$ cat src/rtl/frm_pkg.sv
package frm_pkg;
  localparam int BYTE_W_DEF = 8;
  localparam int RUN_LEN_DEF = 3;
  localparam logic [7:0] A1_DEF = 8'hF6;
  localparam logic [7:0] A2_DEF = 8'h28;

  typedef enum logic {
    ALIGN_HELD = 1'b0,
    ALIGN_HUNT = 1'b1
  } align_mode_e;
endpackage

$ cat src/rtl/frm_lane.sv
// Pattern tracker for one bit offset: counts an A1 run then an A2 run.
module frm_lane #(
  parameter int BYTE_W = 8,
  parameter int RUN_LEN = 3,
  parameter logic [BYTE_W-1:0] A1_CODE = 8'hF6,
  parameter logic [BYTE_W-1:0] A2_CODE = 8'h28
) (
  input  logic              clk,
  input  logic              rst,
  input  logic              step,
  input  logic [BYTE_W-1:0] cand,
  output logic              hit
);
  localparam int RUN_W = $clog2(RUN_LEN + 1);

  logic [RUN_W-1:0] a1_run;
  logic [RUN_W-1:0] a2_run;
  logic is_a1;
  logic is_a2;
  logic a1_full;

  assign is_a1   = (cand == A1_CODE);
  assign is_a2   = (cand == A2_CODE);
  assign a1_full = (a1_run == RUN_W'(RUN_LEN));
  assign hit     = is_a2 && a1_full && (a2_run == RUN_W'(RUN_LEN - 1));

  always_ff @(posedge clk) begin
    if (rst) begin
      a1_run <= '0;
      a2_run <= '0;
    end else if (step) begin
      if (hit) begin
        a1_run <= '0;
        a2_run <= '0;
      end else if (is_a1) begin
        a2_run <= '0;
        if (a2_run != '0) a1_run <= RUN_W'(1);
        else if (!a1_full) a1_run <= a1_run + 1'b1;
      end else if (is_a2 && a1_full) begin
        a2_run <= a2_run + 1'b1;
      end else begin
        a1_run <= '0;
        a2_run <= '0;
      end
    end
  end
endmodule

$ cat src/rtl/frm_pick.sv
// Lowest-index priority select over the lane hit vector.
module frm_pick #(
  parameter int N = 8,
  localparam int IDX_W = (N > 1) ? $clog2(N) : 1
) (
  input  logic [N-1:0]     hits,
  output logic             any,
  output logic [IDX_W-1:0] idx
);
  always_comb begin
    any = |hits;
    idx = '0;
    for (int i = N - 1; i >= 0; i--) begin
      if (hits[i]) idx = IDX_W'(i);
    end
  end
endmodule

$ cat src/rtl/frm_srch_ctl.sv
// Hunt arming: OOF edge detect, disable veto, lock completion.
module frm_srch_ctl
  import frm_pkg::*;
(
  input  logic clk,
  input  logic rst,
  input  logic oof,
  input  logic recov_dis,
  input  logic lock,
  output logic searching
);
  align_mode_e mode;
  logic oof_q;
  logic oof_rise;

  assign oof_rise  = oof && !oof_q;
  assign searching = (mode == ALIGN_HUNT);

  always_ff @(posedge clk) begin
    if (rst) begin
      oof_q <= 1'b1;
      mode  <= ALIGN_HELD;
    end else begin
      oof_q <= oof;
      if (recov_dis)     mode <= ALIGN_HELD;
      else if (oof_rise) mode <= ALIGN_HUNT;
      else if (lock)     mode <= ALIGN_HELD;
    end
  end
endmodule

$ cat src/rtl/sonet_byte_framer.sv
module sonet_byte_framer #(
  parameter int BYTE_W = frm_pkg::BYTE_W_DEF,
  parameter int RUN_LEN = frm_pkg::RUN_LEN_DEF,
  parameter logic [BYTE_W-1:0] A1_CODE = frm_pkg::A1_DEF,
  parameter logic [BYTE_W-1:0] A2_CODE = frm_pkg::A2_DEF
) (
  input  logic              clk,
  input  logic              rst,
  input  logic              ser_in,
  input  logic              oof,
  input  logic              recov_dis,
  output logic              byte_valid,
  output logic [BYTE_W-1:0] byte_out,
  output logic              sync_out
);
  localparam int ROT_N = BYTE_W;
  localparam int ROT_W = $clog2(ROT_N);
  localparam int WIN_W = 2 * BYTE_W - 1;
  localparam int CNT_W = $clog2(BYTE_W);

  logic [CNT_W-1:0]  bit_cnt;
  logic [WIN_W-2:0]  hist;
  logic [WIN_W-1:0]  win;
  logic              tick;
  logic [BYTE_W-1:0] cand [ROT_N];
  logic [ROT_N-1:0]  hits;
  logic              hit_any;
  logic [ROT_W-1:0]  hit_first;
  logic [ROT_W-1:0]  rot_q;
  logic [ROT_W-1:0]  rot_sel;
  logic              searching;
  logic              lock;

  assign win  = {hist, ser_in};
  assign tick = (bit_cnt == CNT_W'(BYTE_W - 1));

  for (genvar k = 0; k < ROT_N; k++) begin : g_lane
    assign cand[k] = win[k +: BYTE_W];
    frm_lane #(
      .BYTE_W (BYTE_W),
      .RUN_LEN(RUN_LEN),
      .A1_CODE(A1_CODE),
      .A2_CODE(A2_CODE)
    ) u_lane (
      .clk (clk),
      .rst (rst),
      .step(tick),
      .cand(cand[k]),
      .hit (hits[k])
    );
  end

  frm_pick #(.N(ROT_N)) u_pick (
    .hits(hits),
    .any (hit_any),
    .idx (hit_first)
  );

  frm_srch_ctl u_ctl (
    .clk      (clk),
    .rst      (rst),
    .oof      (oof),
    .recov_dis(recov_dis),
    .lock     (lock),
    .searching(searching)
  );

  assign lock    = tick && searching && hit_any;
  assign rot_sel = lock ? hit_first : rot_q;

  always_ff @(posedge clk) begin
    if (rst) begin
      bit_cnt    <= '0;
      hist       <= '0;
      rot_q      <= '0;
      byte_valid <= 1'b0;
      byte_out   <= '0;
      sync_out   <= 1'b0;
    end else begin
      bit_cnt    <= tick ? '0 : bit_cnt + 1'b1;
      hist       <= win[WIN_W-2:0];
      byte_valid <= tick;
      if (tick) begin
        byte_out <= cand[rot_sel];
        sync_out <= hits[rot_sel];
        rot_q    <= rot_sel;
      end
    end
  end
endmodule

$ cat config.mk
export PLATFORM = sky130hd
export DESIGN_NAME = sonet_byte_framer
export DESIGN_NICKNAME = d
export VERILOG_FILES = /design/src/rtl/frm_pkg.sv /design/src/rtl/frm_lane.sv /design/src/rtl/frm_pick.sv /design/src/rtl/frm_srch_ctl.sv /design/src/rtl/sonet_byte_framer.sv
export SDC_FILE = /design/constraint.sdc
export NUM_CORES = 1
export LEC_CHECK = 0
export BUFFER_PORTS_ARGS = -buffer_cell sky130_fd_sc_hd__buf_4
export CAP_MARGIN = 25
export CORE_ASPECT_RATIO = 0.75
export CORE_MARGIN = 5
export CORE_UTILIZATION = 45
export CTS_CLUSTER_SIZE = 16
export DETAILED_ROUTE_END_ITERATION = 8
export GPL_TIMING_DRIVEN = 0
export PLACE_DENSITY = 0.61
export SLEW_MARGIN = 10
export SYNTH_ARGS = -nofsm -noshare
export SYNTH_HDL_FRONTEND = slang
export SYNTH_SLANG_ARGS = --single-unit
export TNS_END_PERCENT = 50
$ cat constraint.sdc
create_clock -name clk -period 3.38 [get_ports clk]
set_clock_uncertainty 0.15 [all_clocks]
set_input_delay 0.507 -clock clk [delete_from_list [all_inputs] [get_ports clk]]
set_output_delay 0.507 -clock clk [all_outputs]
set_load 0.005 [all_outputs]
* Yosys cells after proc, flatten, opt, wreduce, memory -nomap -nowiden
Cells that the tools add are included.
** Cells by class
- Add/sub/neg operators :: 17
- Multiplexer cells :: 80
- Bitwise logic cells :: 1
- Equality and inequality tests :: 49
- Magnitude comparators :: 2
- Reduce and logical (&&, ||, !) cells :: 40
** Operator list (number)
- $mux W2 :: 64
- $eq A8 B6 Y1 const B :: 8
- $eq A8 B8 Y1 const B :: 8
- $add A2 B1 Y2 const B :: 16
- $eq A2 B2 Y1 const B :: 16
- $ne A4 B3 Y1 const B :: 8
- $mux W3 :: 9
- $bmux W8 S3 :: 1
- $ne A3 B1 Y1 const B :: 8
- $reduce_and A3 Y1 :: 8
- $logic_and A1 B1 Y1 :: 19
- $reduce_bool A2 Y1 :: 9
- $mux W8 :: 2
- $reduce_or A8 Y1 :: 1
- $ge A4 B4 Y1 const B :: 1
- $lt A3 B4 Y1 const B :: 1
- $not A3 Y4 :: 1
- $reduce_or A2 Y1 :: 2
- $add A3 B1 Y3 const B :: 1
- $bmux W1 S3 :: 1
- $eq A3 B3 Y1 const B :: 1
- $mux W1 :: 3
- $logic_not A1 Y1 :: 1
** Storage, ports and cells
- Register bits :: 64

* Logic depth before layout (Yosys ltp)
Gate-level depths: netlist (run 1).
- Depth in word-level cells :: 16
- Gate-level depth with buffers :: 12
- Depth with buffers taken out :: 10

* Hierarchy
A second synthesis (run 1) with hierarchy kept.
** Second synthesis, totals
- Cells, all modules :: 437
- Area total of the unflattened synthesis :: 4186.5 µm²
** By module, submodules not included
- frm_lane :: area an instance 319.1 µm², seq. area each 80.1 µm², times used 8, cells an instance 34
- sonet_byte_framer :: area an instance 1481.4 µm², seq. area each 600.6 µm², times used 1, cells an instance 146
- frm_pick :: area an instance 81.3 µm², seq. area each 0.0 µm², times used 1, cells an instance 13
- frm_srch_ctl :: area an instance 71.3 µm², seq. area each 40.0 µm², times used 1, cells an instance 6

* Worst setup path after synthesis (run 1)
OpenSTA, ideal clock, no wires.
- Path kind :: flip-flop to flip-flop
- From :: register hist[1]
- To :: register byte_out[5]
- Data required time :: 3.110 ns
- Period minus slack after synthesis :: 3.009 ns
- Slack :: 0.371 ns
- Arrival :: 2.740 ns
- Cell stages (with the launch flop) :: 12
- Library setup time :: 0.120 ns
- Path through :: dfxtp_1 > clkbuf_1 > or2_2 > or4_1 > or4b_1 > nand4_1 > a221o_1 > buf_6 > buf_6 > mux2i_1 > o22ai_1 > a211o_1
** Between the ends
- Cells in the longest elaborated chain, start to end :: 11
- Elaborated cells on any way between the ends :: 19
- Classes of those cells :: eq/ne: 3; mux: 7; bitwise: 1; reduce/logical: 8
** Ends and longest elaborated chain
- from (decl) :: line sonet_byte_framer.sv:22 : logic [WIN_W-2:0] hist;
- from (signal assigned) :: line sonet_byte_framer.sv:81 : hist <= win[WIN_W-2:0];
- $eq A8 B6 Y1 :: line frm_lane.sv:23 : assign is_a2 = (cand == A2_CODE);
- $logic_and A1 B1 Y1 (2 in series) :: line frm_lane.sv:25 : assign hit = is_a2 && a1_full && (a2_run == RUN_W'(RUN_LEN - 1));
- $mux W3 (3 in series) :: line frm_pick.sv:14 : if (hits[i]) idx = IDX_W'(i);
- $mux W3 (*) :: line sonet_byte_framer.sv:69 : assign rot_sel = lock ? hit_first : rot_q;
- $not A3 Y4 (implied by the code) (*) :: line sonet_byte_framer.sv:84 : byte_out <= cand[rot_sel];
- $bmux W8 S3 (*) :: line sonet_byte_framer.sv:84
- $mux W8 (implied by the code) (*) (2 in series) :: line sonet_byte_framer.sv:84
- to (signal assigned) :: line sonet_byte_framer.sv:84
- to (decl) :: line sonet_byte_framer.sv:13 : output logic [BYTE_W-1:0] byte_out,
Mark *: on every way between the ends. The rest lies on a longest branch, timed or not. The select of a mux whose other input is x is not followed.
A chain may end at the register's enable or synchronous reset.

* Worst setup path after layout (run 1)
- From :: register hist[7]
- To :: register byte_out[1]
** Between the ends
- Cells in the longest elaborated chain, start to end :: 16
- Elaborated cells on any way between the ends :: 36
- Classes of those cells :: eq/ne: 7; mux: 12; bitwise: 1; reduce/logical: 16
** Ends and longest elaborated chain (line)
- $eq A8 B6 Y1 :: frm_lane.sv:23
- $logic_and A1 B1 Y1 (2 in series) :: frm_lane.sv:25
- $mux W3 (8 in series) :: frm_pick.sv:14
- $mux W3 :: sonet_byte_framer.sv:69
- $not A3 Y4 (implied by the code) :: sonet_byte_framer.sv:84
- $bmux W8 S3 (*) :: sonet_byte_framer.sv:84
- $mux W8 (implied by the code) (*) (2 in series) :: sonet_byte_framer.sv:84
Marked as above.

==> flow_metrics.tcl, run 1 <==
set metrics [dict create \
    area.growth.synth_to_final_pct 11.59 \
    slew_violations 0 \
    worst_ep_required_time_ns 3.47 \
    critPathArrivalTime_ns 3.37 \
    finalSetupViolCount 0 \
    rows 28 \
    syn_inst 443 \
    fin_setup_tns_ns 0 \
    hold_viol 0 \
    cts_buffers 9 \
    worstHoldPathCells 2 \
    worstSetupPathType "reg2reg" \
    detail_route.first_pass.iterations 5 \
    seqPwrFrac 0.552 \
    crit_fanout 6 \
    initial_core_util 0.4649 \
    grt_pass1_vias 3095 \
    rsz0062_at_grt "no" \
    p_comb_frac 0.030 \
    antennaDiodeCount 0 \
    ys_ff_latch 64 \
    wl_per_cell_um 16.77 \
    top_layer "met4" \
    synthFlopType "dfxtp_1" \
    place_area_um2 3910 \
    cts.path.max_buffers 2 \
    clockPowerShare 0.418 \
    period_share 0.9692 \
    overflow 0 \
    fin_nets 497 \
    p_leak_uw 0.001450 \
    p_int_uw 1078 \
    synthArstFlopShare 0 \
    synth_warnings 0 \
    drt_wl_total_um 9640 \
    dieArea_um2 10110 \
    route.met3.wl_um 559 \
    worstSkewPairLatency_ns 0.35 \
    grt_antenna_before_repair 0 \
    synthTopCellsByArea "dfxtp_1 35%, ha_1 8.8%, nand2_1 5.1%" \
    wl_met2_um 3993 \
    outcome "completed" \
    switching_share 0.2229 \
    gp_congestion 0.9597 \
    dp_hpwl_um 7229 \
    max_cap_violations 0 \
    ir_drop_mv 0.2516 \
    synth_nets 474 \
    ant_nets 0 \
    power_density_nw_per_um2 337.6 \
    wl_met1_um 4981 \
    max_freq_ghz 0.3053 \
    fp.dieH_um 88.33 \
    ff2ff_path_depth 8 \
    seq_area_frac_synth 0.3481 \
    grt_max_degree 11 \
    relSlewSlack 0.5484 \
    pin_count 15 \
    cts_root_buf "clkbuf_8" \
    drt_iter0_markers 247 \
    synth_edf_count 0 \
    mostFrequentLayoutCell "dfxtp_1" \
    synth_top_area_frac 0.3481 \
    period_needed_ns 3.276 \
    cp-start-kind "flop" \
    place.port_buffers 13 \
    dieWidth_um 114.4 \
    worstHoldPathType "in2reg" \
    final_cell_mix "62 x dfxtp_1, 50 x nand2_1, 36 x nor2_1" \
    htreeDepth 3 \
    cts.sinks 64 \
    end_kind "flop" \
    p_sw_uw 309.1 \
    yosysTopAreaCell "dfxtp_1" \
    tightest_slew_ns 0.6680 \
    ys_types 59 \
    postLayoutCellArea_um2 4108 \
    avgSynthCellArea_um2 8.309 \
    core_um2 7918 \
    synth_area_um2 3681 \
    drive_gt1_frac 0.1064 \
    viasPerCell 5.774 \
    grt.total_usage 0.2006 \
    cts_tree "done" \
    path_clk_slew_ns 0.07 \
    via_count 3320 \
    drc 0 \
    grt_pass1_wl_um 15810 \
]
[sequential cells by signal, summed over array words and instances (netlist names)]
name	count
g_lane.u_lane.a1_run	16
g_lane.u_lane.a2_run	16
hist	14
byte_out	8
bit_cnt	3
rot_q	3
byte_valid	1
sync_out	1
u_ctl.oof_q	1
u_ctl.searching	1
[final cells by class]
type                            count  area, µm²
Tap cell                          105      131.4
Clock buffer                       15      166.4
Multi-Input combinational cell    335       2240
Fill cell                         778       3810
Inverter                           20      75.07
Timing Repair Buffer               13      97.59
Buffer                             23      113.9
Sequential cell                    64       1284
[final timing paths]
path	startpoint	to	slack, ns
hold / removal	recov_dis	u_ctl.searching	0.16
hold reg to reg	bit_cnt[0]	bit_cnt[0]	0.29
setup / recovery	hist[7]	byte_out[1]	0.10
setup reg to reg	hist[7]	byte_out[1]	0.10
[cells by family (layout without fill, tap and decap cells)]
logic type	count (synthesis)	in the layout	share of synthesized area
muxes	18	18	0.05030
AOI/OAI and AO/OA	87	87	0.1669
and+or+nand+nor	204	204	0.2944
buffers and inverters	44	71	0.05200
adders and majority gates	26	26	0.08837
DFF	64	64	0.3481
[through the flow]
stage / std cells / util / hold slack [ns] / worst slack, ns / total power, µW
2_1_floorplan: 443 / - / 0.2543 / 0.3707 / 806.2
3_3_place_gp: 561 / 0.4938 / 0.2719 / 0.001964 / 822.5
3_5_place_dp: 561 / 0.4938 / 0.2802 / 0.004832 / 823.5
4_1_cts: 576 / 0.5149 / 0.1571 / 0.003624 / 1403
5_1_grt: 575 / 0.5188 / 0.1582 / 0.008501 / 1440
6_report: 575 / 0.5188 / 0.1641 / 0.1040 / 1387
[synth_stat cells, types with 2 or more instances]
master,count
or4_1,3
nor4bb_1,2
o21ai_0,11
nand2b_1,4
nand4b_1,4
clkbuf_1,19
o22ai_1,3
nor3_1,15
and4b_1,2
a21oi_1,29
nand4bb_1,2
a221o_1,7
inv_1,19
and2_1,7
a221oi_2,2
nand2_1,50
or2_2,5
a221oi_1,2
nand3_1,20
a211oi_1,7
nor3b_1,2
a211o_1,4
nand4_1,14
mux2i_1,16
buf_6,3
a21o_1,2
a22o_1,2
and3_1,4
a311o_1,2
nor4b_1,3
o32ai_1,2
or3_1,3
nor2_1,36
o21a_1,3
ha_1,26
o211ai_1,2
dfxtp_1,64
nor2b_1,21
[what timing repair did]
item	4_1_cts	5_1_grt
hold buffers	0	0
endpoints found under the setup margin	0	9
buffers inserted	0	0
resized for setup	0	9
[power by group through the flow]
stage	Sequential [µW]	Clock, µW	Combinational [µW]
6_report	765	580	41.9
5_1_grt	765	629	46.5
4_1_cts	763	596	43.3
3_5_place_dp	781	0	43.0
3_3_place_gp	780	0	42.3
2_1_floorplan	779	0	26.8
[routing by layer]
| layer | GRT usage | vias up |
|---|---|---|
| met5 | 0 | - |
| li1 | - | 1650 |
| met1 | 0.2846 | 1570 |
| met2 | 0.3059 | 88 |
| met4 | 0.05609 | 0 |
| met3 | 0.04648 | 12 |
[worst max-delay path, stage by stage (launching register included)]
cell and delay (ns):
dfxtp_1 0.37, or4_1 0.53, or4_4 0.59, and2_1 0.21
and3_1 0.19, a211oi_2 0.41, mux2i_1 0.25, mux2i_1 0.14
a221o_1 0.33
(Power assumes the default switching activity.)
==> inputs of run 2 (changes only) <==
--- a/config.mk
+++ b/config.mk
@@ -7,7 +7,7 @@
 export LEC_CHECK = 0
 export BUFFER_PORTS_ARGS = -buffer_cell sky130_fd_sc_hd__buf_4
 export CAP_MARGIN = 25
-export CORE_ASPECT_RATIO = 0.75
+export CORE_ASPECT_RATIO = 1.5
 export CORE_MARGIN = 5
 export CORE_UTILIZATION = 45
 export CTS_CLUSTER_SIZE = 16
==> constraint.sdc (replaced) <==
create_clock -name clk -period 3.38 [get_ports clk]
set_clock_uncertainty 0.15 [all_clocks]
set_input_delay 0.676 -clock clk [delete_from_list [all_inputs] [get_ports clk]]
set_output_delay 0.676 -clock clk [all_outputs]
set_load 0.005 [all_outputs]
==> flow_metrics.tcl, run 2 (same netlist as run 1, synthesis figures left out) <==
set metrics [dict create \
    outcome "completed" \
    fin_nets 497 \
    detail_route.first_pass.iterations 7 \
    fin_ws_ns 0.06786 \
    hold_viol 0 \
    cp-start-kind "flop" \
    critPathArrivalTime_ns 3.39 \
    seqCellArea_um2 1281 \
    power_uw 1650 \
    worst_ep_required_time_ns 3.45 \
    fill_cells 781 \
    cpMostUsedCell "buf_6" \
    cts.path.max_buffers 2 \
    preCtsSetupSlack_ns 0.009406 \
    crit_fanout 10 \
    grt_antenna_before_repair 0 \
    crit_slowest_cell "or4_1" \
    dieArea_um2 10130 \
    max_freq_ghz 0.3019 \
    cts_root_buf "clkbuf_16" \
    overflow 0 \
    drt_iter0_markers 225 \
    via_count 3363 \
    worstHoldPathType "reg2reg" \
    wl_per_cell_um 16.94 \
    ant_nets 0 \
    worstSetupPathType "reg2reg" \
    relSlewSlack 0.5832 \
    switching_share 0.2208 \
    antennaDiodeCount 0 \
    path_clk_slew_ns 0.06 \
    tightest_slew_ns 0.6166 \
    grt_max_degree 11 \
    finalSetupViolCount 0 \
    grt_pass1_wl_um 15900 \
    gp_congestion 0.9075 \
    seqPwrFrac 0.464 \
    holdBufCountCts 0 \
    drt_wl_total_um 9760 \
    end_kind "flop" \
    ir_drop_mv 0.2656 \
    p_int_uw 1286 \
    p_comb_frac 0.025 \
    place.port_buffers 13 \
    p_sw_uw 364.2 \
    core_um2 8008 \
    rows 40 \
    cts_tree "done" \
    grt_pass1_vias 3305 \
    crit_chain "or2_2 > or4_1 > or4b_4 > nand4_1 > a221o_1 > buf_6 > buf_6 > mux2i_1 > o22ai_1 > a211o_1" \
    viasPerCell 5.839 \
    p_leak_uw 0.001503 \
    mostFrequentLayoutCell "dfxtp_1" \
    fin_setup_tns_ns 0 \
    pin_count 15 \
    worstSkewPairLatency_ns 0.33 \
    cp_slowest_stage_delay_ns 0.55 \
    max_cap_violations 0 \
    post-route-util 0.5241 \
    dieWidth_um 83.85 \
    top_regs "g_lane.u_lane.a1_run (16), g_lane.u_lane.a2_run (16), hist (14)" \
    period_needed_ns 3.312 \
    drc 0 \
    initial_core_util 0.4597 \
    power_density_nw_per_um2 393.1 \
    multiInputGateArea_um2 2232 \
    clockPowerShare 0.511 \
    drive_gt1_frac 0.1062 \
    cts_buffers 9 \
    grt.total_usage 0.1992 \
    area.growth.synth_to_final_pct 14.00 \
    final_cell_mix "64 x dfxtp_1, 50 x nand2_1, 36 x nor2_1" \
    period_share 0.9799 \
    slew_violations 0 \
    cts.sinks 64 \
    dp_hpwl_um 7230 \
    htreeDepth 3 \
    fp.dieH_um 120.8 \
]
[run 2: changes by cell type in the layout (fill, tap and decap cells not counted), sizes merged]
| cell | delta |
|---|---|
| clkbuf | -4 |
| clkinv | +4 |
| buf | +1 |
[run 2: what timing repair did]
item | in CTS | in global routing
setup buffers | 0 | 0
gates resized for setup | 1 | 4
hold endpoints to repair | 0 | 0
endpoints found under the setup margin | 5 | 4
[run 2: through the flow]
step	cell area [µm²]	hold slack, ns	instances
2_1_floorplan	3681	0.2543	443
5_1_grt	4197	0.2901	576
3_3_place_gp	3910	0.2629	561
4_1_cts	4177	0.2751	576
3_5_place_dp	3910	0.2681	561
6_report	4197	0.2746	576
[run 2: metal layers]
layer,vias up,routed length [µm],global-route usage,part of all wire
met1,1584,3992,0.2095,0.41
met2,97,4890,0.3551,0.50
met5,-,0,0,0
li1,1644,-,-,-
met3,38,410,0.04226,0.042
met4,0,467,0.1288,0.048
[run 2: worst max-delay path, delay by kind of cell, from the launching register on]
kind	cells	cell delay, ns
buf+inv	2	0.34
mux	1	0.20
simple gates	4	1.53
compound gates	3	0.57
flops	1	0.41
[run 2: power by group through the flow]
stage,sequential (µW),combinational [µW],clock [µW]
finish,766,41.3,843
global route,766,46.4,886
CTS,765,41.8,854
detailed placement,780,42.9,0
global placement,780,42.4,0
floorplan,779,26.8,0
[run 2: layout make-up]
| type | count | area share |
|---|---|---|
| Clock buffer | 12 | 0.05874 |
| Timing Repair Buffer | 13 | 0.02326 |
| Tap cell | 105 | 0.03131 |
| Multi-Input combinational cell | 335 | 0.5319 |
| Inverter | 20 | 0.01789 |
| Buffer | 23 | 0.02683 |
| Sequential cell | 64 | 0.3053 |
| Clock inverter | 4 | 0.004770 |
[run 2: worst paths after layout]
kind,endpoint,slack [ns],start,depth (start not counted)
worst max register to register,byte_out[5],0.07,hist[1],10
worst max-delay path,byte_out[5],0.07,hist[1],10
worst min register to register,bit_cnt[0],0.27,bit_cnt[0],1
worst min-delay path,bit_cnt[0],0.27,bit_cnt[0],1
==> inputs of run 3 (changes only) <==
--- a/config.mk
+++ b/config.mk
@@ -6,14 +6,13 @@
 export NUM_CORES = 1
 export LEC_CHECK = 0
 export BUFFER_PORTS_ARGS = -buffer_cell sky130_fd_sc_hd__buf_4
-export CAP_MARGIN = 25
+export CAP_MARGIN = 20
 export CORE_ASPECT_RATIO = 1.5
 export CORE_MARGIN = 5
-export CORE_UTILIZATION = 45
+export CORE_UTILIZATION = 35
 export CTS_CLUSTER_SIZE = 16
 export DETAILED_ROUTE_END_ITERATION = 8
-export GPL_TIMING_DRIVEN = 0
-export PLACE_DENSITY = 0.61
+export PLACE_DENSITY = 0.5
 export SLEW_MARGIN = 10
 export SYNTH_ARGS = -nofsm -noshare
 export SYNTH_HDL_FRONTEND = slang
==> flow_metrics.tcl, run 3 (same netlist as run 1, synthesis figures left out) <==
set metrics [dict create \
    holdBufCountCts 0 \
    crit_chain "or2_2 > or4_1 > or4b_1 > nand4_1 > a221o_1 > buf_12 > mux2i_2 > a21oi_1 > a221o_1" \
    viasPerCell 5.399 \
    grt.total_usage 0.1725 \
    final_cell_mix "64 x dfxtp_1, 50 x nand2_1, 36 x nor2_1" \
    overflow 0 \
    power_density_nw_per_um2 404.6 \
    switching_share 0.2064 \
    cts_root_buf "clkbuf_16" \
    antennaDiodeCount 0 \
    drive_gt1_frac 0.1447 \
    fill_cells 1059 \
    area.growth.synth_to_final_pct 18.52 \
    post-route-util 0.4188 \
    dieArea_um2 12710 \
    multiInputGateArea_um2 2225 \
    path_buf_inv 1 \
    hold_viol 0 \
    cts-resized-gates 0 \
    dp_hpwl_um 7554 \
    dieWidth_um 93.74 \
    crit_slowest_cell "or4b_1" \
    worstSkewPairLatency_ns 0.34 \
    cts_buffers 9 \
    wl_per_cell_um 16.62 \
    detail_route.first_pass.iterations 4 \
    cts.sinks 64 \
    finalSetupViolCount 0 \
    grt_antenna_before_repair 0 \
    drc 0 \
    p_comb_frac 0.024 \
    via_count 3315 \
    cpMostUsedCell "a221o_1" \
    cp-start-kind "flop" \
    worstHoldPathCells 1 \
    period_share 0.9648 \
    top_regs "g_lane.u_lane.a1_run (16), g_lane.u_lane.a2_run (16), hist (14)" \
    place.port_buffers 14 \
    ff2ff_path_depth 9 \
    critPathArrivalTime_ns 3.34 \
    r2r_start "hist[1]" \
    gp_congestion 0.9381 \
    initial_core_util 0.3534 \
    mostFrequentLayoutCell "dfxtp_1" \
    cts_tree "done" \
    cts.path.max_buffers 2 \
    ir_drop_mv 0.2240 \
    seqCellArea_um2 1281 \
    r2r_slack_ns 0.12 \
    pin_count 15 \
    grt_pass1_wl_um 16830 \
    path_clk_slew_ns 0.05 \
    period_needed_ns 3.261 \
    seqPwrFrac 0.434 \
    tightest_slew_ns 0.6374 \
    post-cts-setup-buffers 0 \
    ant_nets 0 \
    grt_max_degree 43 \
    htreeDepth 3 \
    cp_slowest_stage_delay_ns 0.55 \
    worst_ep_required_time_ns 3.46 \
    max_freq_ghz 0.3067 \
    max_cap_violations 0 \
    core_um2 10420 \
    fp.dieH_um 135.6 \
    p_leak_uw 0.001594 \
    worstHoldPathType "reg2reg" \
    p_int_uw 1401 \
    critPathTopFamily "simple AND/OR/NAND/NOR gates" \
    drt_iter0_markers 172 \
    rsz0062_at_grt "yes" \
    hold_end "bit_cnt[0]" \
    rows 46 \
    hp-start "bit_cnt[0]" \
    outcome "completed" \
    r2r_end "byte_out[6]" \
    grt_pass1_vias 3384 \
    drt_wl_total_um 10210 \
    fin_nets 497 \
    worstSetupPathType "reg2reg" \
    clockPowerShare 0.542 \
    end_kind "flop" \
    fin_setup_tns_ns 0 \
    p_sw_uw 364.3 \
    relSlewSlack 0.5691 \
    slew_violations 0 \
    crit_fanout 18 \
]
-- run 3: cell count changes in the layout (fill, tap and decap cells not counted), moves of 2 or more --
cell | before | now
clkbuf_8 | 1 | 3
buf_6 | 3 | 0
buf_4 | 14 | 34
clkinv_2 | 4 | 2
mux2i_1 | 16 | 14
clkbuf_1 | 20 | 0
buf_12 | 0 | 2
-- run 3: power groups by stage --
stage | clock network (µW) | registers, µW | logic [µW]
after floorplan | 0 | 779 | 26.8
final | 956 | 766 | 42.4
after CTS | 979 | 766 | 43.1
after global routing | 1020 | 766 | 47.2
after detailed placement | 0 | 782 | 42.8
after global placement | 0 | 782 | 43.0
-- run 3: layout make-up --
type	count	share of cell area
Sequential cell	64	0.2937
Clock inverter	3	0.009177
Inverter	20	0.01721
Clock buffer	12	0.06108
Multi-Input combinational cell	335	0.5099
Timing Repair Buffer	36	0.06768
Tap cell	144	0.04130
-- run 3: worst max-delay path by stage --
stage,start,cells past startpoint,end,slack (ns)
after CTS,hist[1],9,byte_out[6],0.09
after global routing,hist[0],9,byte_out[5],-0.009
after floorplan,hist[1],11,byte_out[5],0.37
after global placement,hist[1],9,byte_out[6],0.13
after detailed placement,hist[1],9,byte_out[6],0.11
final,hist[1],9,byte_out[6],0.12
-- run 3: layer usage --
layer / vias up / GRT usage / share of wire
li1: 1650 / - / -
met1: 1554 / 0.1856 / 0.41
met2: 78 / 0.3066 / 0.52
met3: 33 / 0.03947 / 0.032
met4: 0 / 0.09478 / 0.047
met5: - / 0 / 0
-- run 3: metrics by stage --
step	cells	power (µW)	hold slack [ns]	worst slack, ns	instance area (µm²)
floorplan	443	806.2	0.2543	0.3707	3681
global placement	599	825.0	0.2708	0.1251	4040
detailed placement	599	825.0	0.2733	0.1104	4040
CTS	614	1788	0.2809	0.09025	4347
global route	614	1832	0.2928	-0.008676	4363
finish	614	1765	0.2767	0.1191	4363
-- run 3: worst register-to-register path: stages, from the launching register on --
cell and delay [ns]:
dfxtp_1 0.38, or2_2 0.34, or4_1 0.53, or4b_1 0.55, nand4_1 0.11, a221o_1 0.20
buf_12 0.18, mux2i_2 0.28, a21oi_1 0.11, a221o_1 0.33
